--- src/rtl/sdcmd_pkg.sv ---
package sdcmd_pkg;

    localparam int ADDR_W = 11;
    localparam int COL_W  = 10;
    localparam int NBANK  = 2;
    localparam int AP_BIT = ADDR_W - 1;

    localparam logic [2:0] CODE_ACT = 3'b011;
    localparam logic [2:0] CODE_RD  = 3'b101;
    localparam logic [2:0] CODE_WR  = 3'b100;
    localparam logic [2:0] CODE_PRE = 3'b010;

    typedef enum logic [2:0] {
        K_NONE,
        K_ACT,
        K_RD,
        K_WR,
        K_PRE
    } cmd_kind_e;

    typedef struct packed {
        cmd_kind_e          kind;
        logic               bank;
        logic [ADDR_W-1:0]  addr;
    } cmd_req_t;

    function automatic cmd_kind_e classify(logic [2:0] code);
        case (code)
            CODE_ACT: return K_ACT;
            CODE_RD:  return K_RD;
            CODE_WR:  return K_WR;
            CODE_PRE: return K_PRE;
            default:  return K_NONE;
        endcase
    endfunction

    function automatic logic [NBANK-1:0] bank_onehot(logic b);
        logic [NBANK-1:0] v;
        v = '0;
        v[b] = 1'b1;
        return v;
    endfunction

endpackage

--- src/rtl/sdcmd_decode.sv ---
module sdcmd_decode
    import sdcmd_pkg::*;
(
    input  logic               cke,
    input  logic               cs_n,
    input  logic               ras_n,
    input  logic               cas_n,
    input  logic               we_n,
    input  logic               bank_sel,
    input  logic [ADDR_W-1:0]  addr,
    output cmd_req_t           req
);

    always_comb begin
        req.bank = bank_sel;
        req.addr = addr;
        if (cke && !cs_n)
            req.kind = classify({ras_n, cas_n, we_n});
        else
            req.kind = K_NONE;
    end

endmodule

--- src/rtl/sdcmd_bank_slot.sv ---
module sdcmd_bank_slot
    import sdcmd_pkg::*;
(
    input  logic               clk,
    input  logic               rst,
    input  logic               cke,
    input  logic               open_req,
    input  logic               close_req,
    input  logic [ADDR_W-1:0]  row_in,
    output logic               is_open,
    output logic [ADDR_W-1:0]  row
);

    always_ff @(posedge clk) begin
        if (rst) begin
            is_open <= 1'b0;
            row     <= '0;
        end else if (cke) begin
            if (open_req) begin
                is_open <= 1'b1;
                row     <= row_in;
            end else if (close_req) begin
                is_open <= 1'b0;
            end
        end
    end

endmodule

--- src/rtl/sdcmd_burst.sv ---
module sdcmd_burst
    import sdcmd_pkg::*;
#(
    parameter int BURST_LEN = 4
) (
    input  logic              clk,
    input  logic              rst,
    input  logic              cke,
    input  logic              start,
    input  logic              start_rd,
    input  logic              start_bank,
    input  logic              start_ap,
    input  logic [NBANK-1:0]  pre_mask,
    output logic              rd_beat,
    output logic              wr_beat,
    output logic [NBANK-1:0]  ap_fire
);

    localparam int BW = $clog2(BURST_LEN + 1);
    localparam logic [BW-1:0] RELOAD = BW'(BURST_LEN - 1);

    logic [BW-1:0] beats_q;
    logic          rd_q;
    logic          bank_q;
    logic          ap_q;
    logic          last;
    logic          pre_kill;
    logic          busy;

    assign busy     = (beats_q != '0);
    assign last     = (beats_q == BW'(1)) && !start;
    assign pre_kill = pre_mask[bank_q];

    always_comb begin
        ap_fire = '0;
        if (cke && last && ap_q && !pre_kill)
            ap_fire = bank_onehot(bank_q);
    end

    assign rd_beat = (start && start_rd)  || (busy && rd_q);
    assign wr_beat = (start && !start_rd) || (busy && !rd_q);

    always_ff @(posedge clk) begin
        if (rst) begin
            beats_q <= '0;
            rd_q    <= 1'b0;
            bank_q  <= 1'b0;
            ap_q    <= 1'b0;
        end else if (cke) begin
            if (start) begin
                beats_q <= RELOAD;
                rd_q    <= start_rd;
                bank_q  <= start_bank;
                ap_q    <= start_ap;
            end else begin
                if (busy)
                    beats_q <= beats_q - BW'(1);
                if (pre_kill || last)
                    ap_q <= 1'b0;
            end
        end
    end

endmodule

--- src/rtl/sdcmd_mask.sv ---
module sdcmd_mask #(
    parameter int RD_LAT = 2
) (
    input  logic clk,
    input  logic rst,
    input  logic cke,
    input  logic dqm,
    input  logic rd_beat,
    input  logic wr_beat,
    output logic rd_oe,
    output logic wr_commit
);

    logic [RD_LAT-1:0] beat_sr;
    logic [RD_LAT-1:0] mask_sr;

    generate
        if (RD_LAT == 1) begin : g_single
            always_ff @(posedge clk) begin
                if (rst) begin
                    beat_sr <= '0;
                    mask_sr <= '0;
                end else if (cke) begin
                    beat_sr <= rd_beat;
                    mask_sr <= dqm;
                end
            end
        end else begin : g_chain
            always_ff @(posedge clk) begin
                if (rst) begin
                    beat_sr <= '0;
                    mask_sr <= '0;
                end else if (cke) begin
                    beat_sr <= {beat_sr[RD_LAT-2:0], rd_beat};
                    mask_sr <= {mask_sr[RD_LAT-2:0], dqm};
                end
            end
        end
    endgenerate

    assign rd_oe     = beat_sr[RD_LAT-1] && !mask_sr[RD_LAT-1];
    assign wr_commit = cke && wr_beat && !dqm;

endmodule

--- src/rtl/twobank_cmd_decoder.sv ---
module twobank_cmd_decoder
    import sdcmd_pkg::*;
#(
    parameter int BURST_LEN = 4,
    parameter int RD_LAT    = 2
) (
    input  logic               clk,
    input  logic               rst,
    input  logic               cke,
    input  logic               cs_n,
    input  logic               ras_n,
    input  logic               cas_n,
    input  logic               we_n,
    input  logic               bank_sel,
    input  logic [ADDR_W-1:0]  addr,
    input  logic               dqm,
    output logic [NBANK-1:0]   bank_open,
    output logic [ADDR_W-1:0]  row_bank0,
    output logic [ADDR_W-1:0]  row_bank1,
    output logic               col_valid,
    output logic               col_is_wr,
    output logic               col_bank,
    output logic [COL_W-1:0]   col_addr,
    output logic               cmd_err,
    output logic [NBANK-1:0]   ap_req,
    output logic               rd_oe,
    output logic               wr_commit
);

    cmd_req_t           req;
    logic               sel_open;
    logic               is_rw;
    logic               act_ok;
    logic               rw_ok;
    logic               bad_cmd;
    logic [NBANK-1:0]   pre_mask;
    logic [NBANK-1:0]   ap_fire;
    logic               rd_beat;
    logic               wr_beat;
    logic [ADDR_W-1:0]  row_q [NBANK];

    sdcmd_decode u_dec (
        .cke      (cke),
        .cs_n     (cs_n),
        .ras_n    (ras_n),
        .cas_n    (cas_n),
        .we_n     (we_n),
        .bank_sel (bank_sel),
        .addr     (addr),
        .req      (req)
    );

    assign sel_open = bank_open[req.bank];
    assign is_rw    = (req.kind == K_RD) || (req.kind == K_WR);
    assign act_ok   = (req.kind == K_ACT) && !sel_open;
    assign rw_ok    = is_rw && sel_open;
    assign bad_cmd  = ((req.kind == K_ACT) && sel_open) || (is_rw && !sel_open);

    always_comb begin
        pre_mask = '0;
        if (req.kind == K_PRE)
            pre_mask = req.addr[AP_BIT] ? '1 : bank_onehot(req.bank);
    end

    generate
        for (genvar b = 0; b < NBANK; b++) begin : g_bank
            sdcmd_bank_slot u_slot (
                .clk       (clk),
                .rst       (rst),
                .cke       (cke),
                .open_req  (act_ok && (req.bank == 1'(b))),
                .close_req (pre_mask[b] || ap_fire[b]),
                .row_in    (req.addr),
                .is_open   (bank_open[b]),
                .row       (row_q[b])
            );
        end
    endgenerate

    assign row_bank0 = row_q[0];
    assign row_bank1 = row_q[1];

    sdcmd_burst #(
        .BURST_LEN (BURST_LEN)
    ) u_burst (
        .clk        (clk),
        .rst        (rst),
        .cke        (cke),
        .start      (rw_ok),
        .start_rd   (req.kind == K_RD),
        .start_bank (req.bank),
        .start_ap   (req.addr[AP_BIT]),
        .pre_mask   (pre_mask),
        .rd_beat    (rd_beat),
        .wr_beat    (wr_beat),
        .ap_fire    (ap_fire)
    );

    sdcmd_mask #(
        .RD_LAT (RD_LAT)
    ) u_mask (
        .clk       (clk),
        .rst       (rst),
        .cke       (cke),
        .dqm       (dqm),
        .rd_beat   (rd_beat),
        .wr_beat   (wr_beat),
        .rd_oe     (rd_oe),
        .wr_commit (wr_commit)
    );

    always_ff @(posedge clk) begin
        if (rst) begin
            col_valid <= 1'b0;
            col_is_wr <= 1'b0;
            col_bank  <= 1'b0;
            col_addr  <= '0;
            cmd_err   <= 1'b0;
            ap_req    <= '0;
        end else if (cke) begin
            col_valid <= rw_ok;
            cmd_err   <= bad_cmd;
            ap_req    <= ap_fire;
            if (rw_ok) begin
                col_is_wr <= (req.kind == K_WR);
                col_bank  <= req.bank;
                col_addr  <= req.addr[COL_W-1:0];
            end
        end
    end

endmodule

--- config.mk ---
export PLATFORM = sky130hd
export DESIGN_NAME = twobank_cmd_decoder
export DESIGN_NICKNAME = d
export VERILOG_FILES = /design/src/rtl/sdcmd_pkg.sv /design/src/rtl/sdcmd_decode.sv /design/src/rtl/sdcmd_bank_slot.sv /design/src/rtl/sdcmd_burst.sv /design/src/rtl/sdcmd_mask.sv /design/src/rtl/twobank_cmd_decoder.sv
export SDC_FILE = /design/constraint.sdc
export NUM_CORES = 1
export LEC_CHECK = 0
export ABC_AREA = 1
export BUFFER_PORTS_ARGS = -buffer_cell sky130_fd_sc_hd__clkbuf_2
export CORE_ASPECT_RATIO = 0.9
export CORE_MARGIN = 1
export CORE_UTILIZATION = 55
export CTS_CLUSTER_SIZE = 25
export DETAILED_ROUTE_END_ITERATION = 7
export PLACE_DENSITY = 0.86
export SETUP_SLACK_MARGIN = 0.2
export SLEW_MARGIN = 25
export SYNTH_ARGS = -nofsm -noshare
export SYNTH_HDL_FRONTEND = slang
export SYNTH_SLANG_ARGS = --single-unit
export TNS_END_PERCENT = 100
--- constraint.sdc ---
create_clock -name clk -period 2.7 [get_ports clk]
set_clock_uncertainty 0.15 [all_clocks]
set_input_delay 0.27 -clock clk [delete_from_list [all_inputs] [get_ports clk]]
set_output_delay 0.27 -clock clk [all_outputs]
set_load 0.01 [all_outputs]
==> results.json, run 1 <==
{
  "critPathMaxFanout": 16,
  "hold_start": "dqm",
  "worst_pin_slew_ns": 0.500,
  "syn_to_final_growth_pct": 17.0,
  "grt-ovfl-total": 0,
  "maxCapViolCount": 0,
  "post-cts-setup-buffers": 0,
  "worst_r2r_path_depth": 6,
  "synth_cell_types": 25,
  "hold_buffers": 0,
  "multi_input_area_um2": 923,
  "cts.sinks": 49,
  "die_w_um": 67.1,
  "end_kind": "output pin",
  "drt_first_pass_iters": 4,
  "min_period_over_period": 0.750,
  "path_clk_slew_ns": 0.09,
  "intPower_mw": 1.01,
  "critPathRequiredTime_ns": 2.28,
  "p_leak_nw": 1.05,
  "r2r_end": "g_bank[0].u_slot.row[10]",
  "p_sw_uw": 405,
  "final_cell_mix": "nand2_1 (72), clkbuf_2 (61), dfxtp_1 (49)",
  "grt_max_degree": 44,
  "tritoncts": "done",
  "max_clock_freq_mhz": 494,
  "start_util": 0.599,
  "drv_slew": 0,
  "track_usage": 0.253,
  "fillers": 322,
  "fin_nets": 353,
  "p_per_area_mw_per_mm2": 576,
  "syn_nets": 301,
  "vdd_drop_max_mv": 0.321,
  "status": "complete, no violations",
  "final-setup-viol-count": 0,
  "antenna_found_initial": 0,
  "yosysSeqAreaShare": 0.468,
  "preCtsSetupSlack_ns": 0.513,
  "r2r_slack_ns": 0.92,
  "synthesis.area_mm2": 0.00210,
  "rows": 20,
  "p_sw_frac": 0.286,
  "synth_area_per_cell_um2": 7.57,
  "h-tree-depth": 2,
  "drc_errors": 0,
  "wl_mm": 4.92,
  "hold_path_class": "in -> reg",
  "antenna_cells": 0,
  "cts_buffers": 5,
  "gp_congestion": 0.855,
  "min_to": "u_mask.mask_sr[0]",
  "r2r_start": "g_bank[0].u_slot.is_open",
  "ios": 62,
  "post_cts_resized": 0,
  "grt_pass1_wl_mm": 7.69,
  "p_seq_frac": 0.542,
  "final_common_cell": "nand2_1",
  "cp.arrival_ns": 1.60,
  "setup_ws_ns": 0.676,
  "dp_hpwl_mm": 3.42,
  "p_clk_frac": 0.302,
  "viasPerCell": 5.45,
  "period_minus_slack_ns": 2.02,
  "drt_iter0_drc": 197,
  "cts_buffer_depth": 2,
  "final-hold-violation-count": 0,
  "hold_depth": 3,
  "fp.dieArea_mm2": 0.00406,
  "portBuffers": 61,
  "whs_ns": 0.0579,
  "final_antenna_net_count": 0,
  "critPathKind": "in -> out",
  "worstSetupStartpointType": "input pin",
  "wl_per_cell_um": 13.1,
  "grt_pass1_vias": 1668,
  "slew_headroom": 0.666,
  "synth_cells": 277,
  "seq_area_um2": 981,
  "vias": 2037,
  "core_mm2": 0.00350,
  "yosysWarnings": 0,
  "setup_tns_ns": 0,
  "drive_gt1_frac": 0.236,
  "synth_seq_cells": 49,
  "rsz0062_at_grt": "no",
  "clock_latency_ns": 0.30,
  "clockRootBuffer": "clkbuf_8",
  "final_util": 0.700,
  "fp.dieH_um": 60.6,
  "p_comb_frac": 0.156
}
how the worst max path moves through the flow:
stage | endpoint | start | cells after the start
2_1_floorplan | wr_commit | cas_n | 8
3_3_place_gp | g_bank[0].u_slot.row[7] | bank_sel | 8
3_5_place_dp | g_bank[0].u_slot.row[6] | bank_sel | 8
4_1_cts | wr_commit | bank_sel | 9
5_1_grt | wr_commit | bank_sel | 9
6_report | wr_commit | bank_sel | 9
sequential cells by signal (all words and copies together) (netlist names):
register and count:
col_addr 10, u_burst.bank_q 1, col_valid 1, u_burst.ap_q 1, u_burst.beats_q 3, g_bank.u_slot.row 22, col_is_wr 1, u_mask.beat_sr 2
ap_req 2, cmd_err 1, u_mask.mask_sr 2, g_bank.u_slot.is_open 2, u_burst.rd_q 1
Yosys cell counts (all sizes together):
library cell	number	area, um^2
a21oi	45	225
a311oi	1	8.76
a31oi	1	6.26
buf	12	83.8
clkbuf	7	26.3
clkinv	1	3.75
dfxtp	49	981
ha	4	50.1
inv	21	78.8
nand2	74	288
nand3	11	60.1
nand4	23	144
nor2	17	78.8
nor3	3	15.0
o21ai	6	33.8
o21bai	1	7.51
o22ai	1	6.26
layout make-up:
type                            count  area share
Sequential cell                    49       0.400
Clock inverter                      1     0.00306
Multi-Input combinational cell    187       0.376
Clock buffer                        7      0.0311
Timing Repair Buffer               64       0.134
Tap cell                           44      0.0224
Inverter                           22      0.0337
power groups by stage:
stage | logic [mW] | clock network (mW) | registers [mW]
floorplan | 0.156 | 0 | 0.780
global placement | 0.209 | 0 | 0.780
detailed placement | 0.218 | 0 | 0.782
CTS | 0.219 | 0.426 | 0.765
global route | 0.250 | 0.456 | 0.768
finish | 0.221 | 0.426 | 0.766
through the flow:
| step | instances | power, mW | cell area [um^2] |
|---|---|---|---|
| finish | 374 | 1.41 | 2450 |
| global route | 374 | 1.47 | 2450 |
| CTS | 374 | 1.41 | 2450 |
| detailed placement | 366 | 1.00 | 2370 |
| global placement | 366 | 0.989 | 2370 |
| floorplan | 277 | 0.936 | 2100 |
critical path: stages:
cell and delay (ns):
clkbuf_2 0.23, inv_2 0.27, nand2_1 0.08, nand2_1 0.13
nand3_2 0.10, inv_1 0.08, nand3_1 0.13, a21oi_1 0.16
clkbuf_2 0.15
logic make-up (layout without fill, tap and decap cells):
kind of cell             after synthesis  in the layout  share of synthesized area
AO/OA/AOI/OAI                         55             55                      0.137
adder cells (fa/ha/maj)                4              4                     0.0239
buffers and inverters                 41             94                     0.0919
flip-flops                            49             49                      0.468
AND/OR/NAND/NOR                      128            128                      0.279
layer usage:
| metal | share of wire | wire [um] | global-route usage |
|---|---|---|---|
| met2 | 0.44 | 2170 | 0.367 |
| met3 | 0.061 | 302 | 0.0470 |
| met1 | 0.49 | 2400 | 0.380 |
| met4 | 0.010 | 51 | 0.0760 |
| met5 | 0 | 0 | 0 |
Power figures use the tool's default switching activity.
==> inputs of run 2 (changes only) <==
--- a/config.mk
+++ b/config.mk
@@ -5,14 +5,14 @@
 export SDC_FILE = /design/constraint.sdc
 export NUM_CORES = 1
 export LEC_CHECK = 0
-export ABC_AREA = 1
+export ABC_AREA = 0
 export BUFFER_PORTS_ARGS = -buffer_cell sky130_fd_sc_hd__clkbuf_2
 export CORE_ASPECT_RATIO = 0.9
 export CORE_MARGIN = 1
-export CORE_UTILIZATION = 55
+export CORE_UTILIZATION = 45
 export CTS_CLUSTER_SIZE = 25
 export DETAILED_ROUTE_END_ITERATION = 7
-export PLACE_DENSITY = 0.86
+export PLACE_DENSITY = 0.76
 export SETUP_SLACK_MARGIN = 0.2
 export SLEW_MARGIN = 25
 export SYNTH_ARGS = -nofsm -noshare
==> constraint.sdc (replaced) <==
create_clock -name clk -period 1.7 [get_ports clk]
set_clock_uncertainty 0.15 [all_clocks]
set_input_delay 0.17 -clock clk [delete_from_list [all_inputs] [get_ports clk]]
set_output_delay 0.17 -clock clk [all_outputs]
set_load 0.01 [all_outputs]
==> run 2 against run 1 <==
The run now ends with setup timing left. Clock power is 60% higher. Worst hold slack worse by 0.022 ns. Setup slack worse by 0.89 ns. Non-clock buffer count is 52 higher. Routed wire length is 22% higher. First-iteration DRC count is 41% lower.
==> results.json, run 2 <==
{
  "gp_congestion": 0.933,
  "synth_area_per_cell_um2": 9.23,
  "maxCapViolCount": 0,
  "cp.arrival_ns": 1.59,
  "dp_hpwl_mm": 3.29,
  "yosysSeqAreaShare": 0.485,
  "critPathKind": "in -> out",
  "p_leak_nw": 1.55,
  "antenna_cells": 0,
  "tritoncts": "done",
  "synthesis.area_mm2": 0.00202,
  "whs_ns": 0.0362,
  "portBuffers": 61,
  "worstSetupStartpointType": "input pin",
  "wl_per_cell_um": 15.5,
  "cts_buffers": 5,
  "vias": 1994,
  "start_util": 0.483,
  "final_antenna_net_count": 0,
  "grt_max_degree": 25,
  "fillers": 245,
  "cts_buffer_depth": 2,
  "period_minus_slack_ns": 1.91,
  "track_usage": 0.236,
  "core_mm2": 0.00418,
  "fp.dieH_um": 65.6,
  "status": "finished, violations left",
  "final_common_cell": "clkbuf_2",
  "end_kind": "output pin",
  "yosysMostFrequentCell": "dfxtp_1",
  "clock_latency_ns": 0.30,
  "final-setup-viol-count": 20,
  "yosysWarnings": 0,
  "min_period_over_period": 1.12,
  "violations": "setup timing",
  "die_w_um": 72.6,
  "ios": 62,
  "antenna_found_initial": 0,
  "ys.flop_type": "dfxtp_1",
  "viasPerCell": 5.14,
  "rsz0062_at_grt": "yes",
  "synth_seq_cells": 49,
  "hold_path_class": "in -> reg",
  "grt_pass1_wl_mm": 8.54,
  "critPathRequiredTime_ns": 1.38,
  "fp.dieArea_mm2": 0.00476,
  "crit_path_max_incr_delay_ns": 0.49,
  "p_total_mw": 2.46,
  "slew_headroom": 0.709,
  "h-tree-depth": 2,
  "critPathMaxFanout": 2,
  "cp_slowest_cell": "or4b_4",
  "placed_area_mm2": 0.00260,
  "grt-ovfl-total": 0,
  "p_per_area_mw_per_mm2": 748,
  "fin_nets": 351,
  "drc_errors": 0,
  "yosysTopAreaCell": "dfxtp_1",
  "vdd_drop_max_mv": 0.717,
  "yosys-top-cells-count": "dfxtp_1 (49), nor2_1 (33), nand2_1 (28), mux2i_1 (25), a21oi_1 (15)",
  "synth_top_area_frac": 0.485,
  "final_cell_area_mm2": 0.00329,
  "grt_pass1_vias": 1853,
  "synth.area.top_cells": "dfxtp_1 (49%), mux2i_1 (12%), nor2_1 (6.1%)",
  "regMostFlops": "g_bank.u_slot.row",
  "path_cells": "clkbuf_16 > inv_12 > ha_4 > or4b_4 > buf_6 > nand4_1 > or2_4 > a21oi_2 > buf_2",
  "final-hold-violation-count": 0,
  "setup_ws_ns": -0.210,
  "final_cell_mix": "clkbuf_2 (58), dfxtp_1 (45), nor2_1 (33)",
  "synth_cell_types": 44,
  "path_clk_slew_ns": 0.08,
  "rows": 22,
  "largestRegisters": "g_bank.u_slot.row (22), col_addr (10), u_burst.beats_q (3)",
  "synth_edf_count": 0,
  "synth_cells": 219,
  "synthArstFlopShare": 0,
  "drv_slew": 0,
  "wl_mm": 6.00,
  "drive_gt1_frac": 0.515,
  "syn_nets": 243,
  "drt_first_pass_iters": 4,
  "clockRootBuffer": "clkbuf_8",
  "max_clock_freq_mhz": 524,
  "largest_register_ff_count": 22,
  "drt_iter0_drc": 116,
  "cts.sinks": 49,
  "syn_to_final_growth_pct": 62.7,
  "worst_pin_slew_ns": 0.432
}
[run 2: what timing repair did]
action	CTS	global route
hold buffers	11	0
resized for setup	39	48
pin swaps	29	20
setup buffers	8	6
cloned	2	0
endpoints found under the setup margin	43	46
endpoints found under the hold margin	21	0
[run 2: worst max-delay path, delay by kind of cell]
family | cells | cell delay (ns)
AO/OA/AOI/OAI | 1 | 0.04
adder cells (fa/ha/maj) | 1 | 0.18
buffers and inverters | 4 | 0.44
AND/OR/NAND/NOR | 3 | 0.75
[run 2: metrics by stage]
stage / instances / util / setup TNS [ns] / setup WS, ns
6_report: 388 / 0.786 / -2.24 / -0.210
3_3_place_gp: 353 / 0.621 / -12.30 / -0.494
3_5_place_dp: 353 / 0.621 / -12.38 / -0.528
4_1_cts: 382 / 0.726 / -0.904 / -0.206
2_1_floorplan: 219 / - / -2.91 / -0.481
5_1_grt: 388 / 0.786 / -3.49 / -0.254
[run 2: power breakdown]
part,internal [mW],switching (mW)
Sequential,1.18,0.0234
Combinational,0.282,0.290
Clock,0.294,0.387
Total,1.76,0.700
[run 2: cells by family after synthesis]
group / synth area share
simple gates: 0.194
flops: 0.485
compound gates: 0.106
mux: 0.129
buf+inv: 0.0471
fa+ha+maj: 0.0248
xor+xnor: 0.0130
[run 2: per-layer routing]
layer	part of all wire	wire, um	GRT usage
met4	0.029	176	0.0858
met3	0.052	310	0.0567
met5	0	0	0
met1	0.43	2600	0.292
met2	0.49	2910	0.398
[run 2: area by class of cell]
| type | count | area, um^2 | share of cell area |
|---|---|---|---|
| clock buffers | 6 | 72.6 | 0.0221 |
| inverters | 6 | 35.0 | 0.0107 |
| well taps | 60 | 75.1 | 0.0228 |
| multi-input cells | 149 | 1210 | 0.368 |
| repair buffers | 116 | 895 | 0.272 |
| flip-flops and latches | 49 | 986 | 0.300 |
| clock inverters | 2 | 13.8 | 0.00419 |
[run 2: path summary, 6_finish.rpt]
path	start	cells after the start	slack, ns	end
max reg2reg	g_bank[0].u_slot.is_open	8	-0.10	u_burst.ap_q
max	cas_n	9	-0.21	wr_commit
min	rst	2	0.04	ap_req[1]
min reg2reg	col_is_wr	2	0.31	col_is_wr
==> inputs of run 3 (changes only) <==
--- a/config.mk
+++ b/config.mk
@@ -9,10 +9,10 @@
 export BUFFER_PORTS_ARGS = -buffer_cell sky130_fd_sc_hd__clkbuf_2
 export CORE_ASPECT_RATIO = 0.9
 export CORE_MARGIN = 1
-export CORE_UTILIZATION = 45
+export CORE_UTILIZATION = 50
 export CTS_CLUSTER_SIZE = 25
 export DETAILED_ROUTE_END_ITERATION = 7
-export PLACE_DENSITY = 0.76
+export PLACE_DENSITY = 0.8
 export SETUP_SLACK_MARGIN = 0.2
 export SLEW_MARGIN = 25
 export SYNTH_ARGS = -nofsm -noshare
==> constraint.sdc (replaced) <==
create_clock -name clk -period 2.15 [get_ports clk]
set_clock_uncertainty 0.15 [all_clocks]
set_input_delay 0.215 -clock clk [delete_from_list [all_inputs] [get_ports clk]]
set_output_delay 0.215 -clock clk [all_outputs]
set_load 0.01 [all_outputs]
==> run 3 against run 2 <==
The flow now finishes without violations. Setup slack improved by 0.39 ns. Combinational power decreased by 28%. Final cell count decreased by 11%. First-iteration DRC count increased by 20%. Sequential power decreased by 21%. Routed wire length decreased by 15%. Total power decreased by 17%. Clock power increased by 0.7%. Utilization decreased by 6.5 points. Sequential cell count unchanged. Via count decreased by 6.2%. Worst hold slack got worse by 0.030 ns. Critical endpoint unchanged. Highest routed layer unchanged.
==> results.json, run 3 (same netlist as run 2, synthesis figures left out) <==
{
  "gp_congestion": 0.952,
  "drc_errors": 0,
  "largestRegisters": "g_bank.u_slot.row (22), col_addr (10), u_burst.beats_q (3)",
  "ios": 62,
  "grt-ovfl-total": 0,
  "critPathRequiredTime_ns": 1.78,
  "wl_per_cell_um": 14.8,
  "placed_area_mm2": 0.00245,
  "final-setup-viol-count": 0,
  "rsz0062_at_grt": "yes",
  "min_period_over_period": 0.917,
  "setup_ws_ns": 0.179,
  "grt_max_degree": 20,
  "hold_path_class": "in -> reg",
  "vdd_drop_max_mv": 0.561,
  "path_delay_family": "simple AND/OR/NAND/NOR gates",
  "regMostFlops": "g_bank.u_slot.row",
  "path_buf_inv": 4,
  "final_common_cell": "clkbuf_2",
  "p_leak_nw": 1.35,
  "period_minus_slack_ns": 1.97,
  "drive_gt1_frac": 0.395,
  "critPathMaxFanout": 2,
  "worst_pin_slew_ns": 0.427,
  "wl_mm": 5.12,
  "syn_to_final_growth_pct": 35.0,
  "cts_buffer_depth": 2,
  "p_total_mw": 2.05,
  "final_util": 0.721,
  "rows": 21,
  "tritoncts": "done",
  "drv_slew": 0,
  "setup_tns_ns": 0,
  "h-tree-depth": 2,
  "cp_slowest_cell": "or4b_4",
  "start_util": 0.534,
  "largest_register_ff_count": 22,
  "worstSetupStartpointType": "input pin",
  "slew_headroom": 0.715,
  "final-hold-violation-count": 0,
  "maxCapViolCount": 0,
  "cp.arrival_ns": 1.61,
  "final_cell_area_mm2": 0.00273,
  "final_antenna_net_count": 0,
  "critPathKind": "in -> out",
  "core_mm2": 0.00378,
  "antenna_cells": 0,
  "path_cells": "clkbuf_16 > inv_12 > ha_4 > or4b_4 > buf_6 > nand4_1 > or2_4 > a21oi_2 > buf_2",
  "drt_iter0_drc": 139,
  "final_cell_mix": "clkbuf_2 (59), dfxtp_1 (47), nor2_1 (33)",
  "grt_pass1_vias": 1740,
  "cts.sinks": 49,
  "vias": 1870,
  "end_kind": "output pin",
  "fp.dieH_um": 62.3,
  "antenna_found_initial": 0,
  "status": "complete, no violations",
  "hold_buffers": 0,
  "grt_pass1_wl_mm": 8.10,
  "preCtsSetupSlack_ns": -0.158,
  "clockRootBuffer": "clkbuf_8",
  "portBuffers": 61,
  "fp.dieArea_mm2": 0.00430,
  "max_clock_freq_mhz": 507,
  "drt_first_pass_iters": 4,
  "cts_buffers": 5,
  "fin_nets": 322,
  "path_clk_slew_ns": 0.09,
  "clock_latency_ns": 0.30,
  "viasPerCell": 5.42,
  "track_usage": 0.231,
  "fillers": 280,
  "crit_path_max_incr_delay_ns": 0.49,
  "die_w_um": 69.0,
  "dp_hpwl_mm": 3.25,
  "p_per_area_mw_per_mm2": 751
}
-- run 3: changes by cell type in the layout (fill, tap and decap cells not counted), moves of 2 or more --
cell,delta
nor3b_1,+2
nand2_2,-5
a21oi_2,-14
nand2_1,+12
dfxtp_2,-2
a21oi_1,+14
nand2_4,-7
dlygate4sd3_1,-11
buf_6,-15
dfxtp_1,+2
buf_8,-2
buf_12,-2
buf_4,+2
-- run 3: timing repair --
item	in CTS	in global routing
gates resized for setup	10	9
buffers inserted	11	1
pin swaps	3	2
endpoints found under the setup margin	3	6
cloned	0	0
-- run 3: path summary, 6_finish.rpt --
check | start | endpoint | slack, ns | cells past startpoint
setup / recovery | cas_n | wr_commit | 0.18 | 9
hold / removal | addr[0] | col_addr[0] | 0.007 | 3
setup reg to reg | u_burst.beats_q[1] | u_burst.beats_q[2] | 0.21 | 12
hold reg to reg | col_is_wr | col_is_wr | 0.31 | 2
-- run 3: routing by layer --
metal	wire length, um	track usage	vias up
met5	0	0	-
met4	60	0.0867	0
met3	329	0.0584	10
met2	2480	0.367	74
met1	2240	0.304	884
li1	-	-	902
-- run 3: area by class of cell --
class / count / area (um^2) / share of cell area
Multi-Input combinational cell: 149 / 1010 / 0.369
Sequential cell: 49 / 983 / 0.361
Timing Repair Buffer: 87 / 524 / 0.192
Clock buffer: 6 / 82.6 / 0.0303
Tap cell: 46 / 57.6 / 0.0211
Clock inverter: 2 / 37.5 / 0.0138
Inverter: 6 / 35.0 / 0.0128
-- run 3: worst min-delay path: cells and delay by family --
family                 cells  cell delay, ns
buffers and inverters      1            0.10
AND/OR/NAND/NOR            1            0.05
AO/OA/AOI/OAI              1            0.05
-- run 3: stage by stage --
stage          hold slack [ns]  std cells
3_5_place_dp             0.297        325
5_1_grt                0.00823        345
4_1_cts                0.00263        344
2_1_floorplan            0.201        219
6_report               0.00666        345
3_3_place_gp             0.288        325
-- run 3: power by group --
part,switching (mW),internal (mW),leakage (nW)
Combinational,0.188,0.223,0.897
Sequential,0.0180,0.935,0.397
Clock,0.306,0.378,0.0574
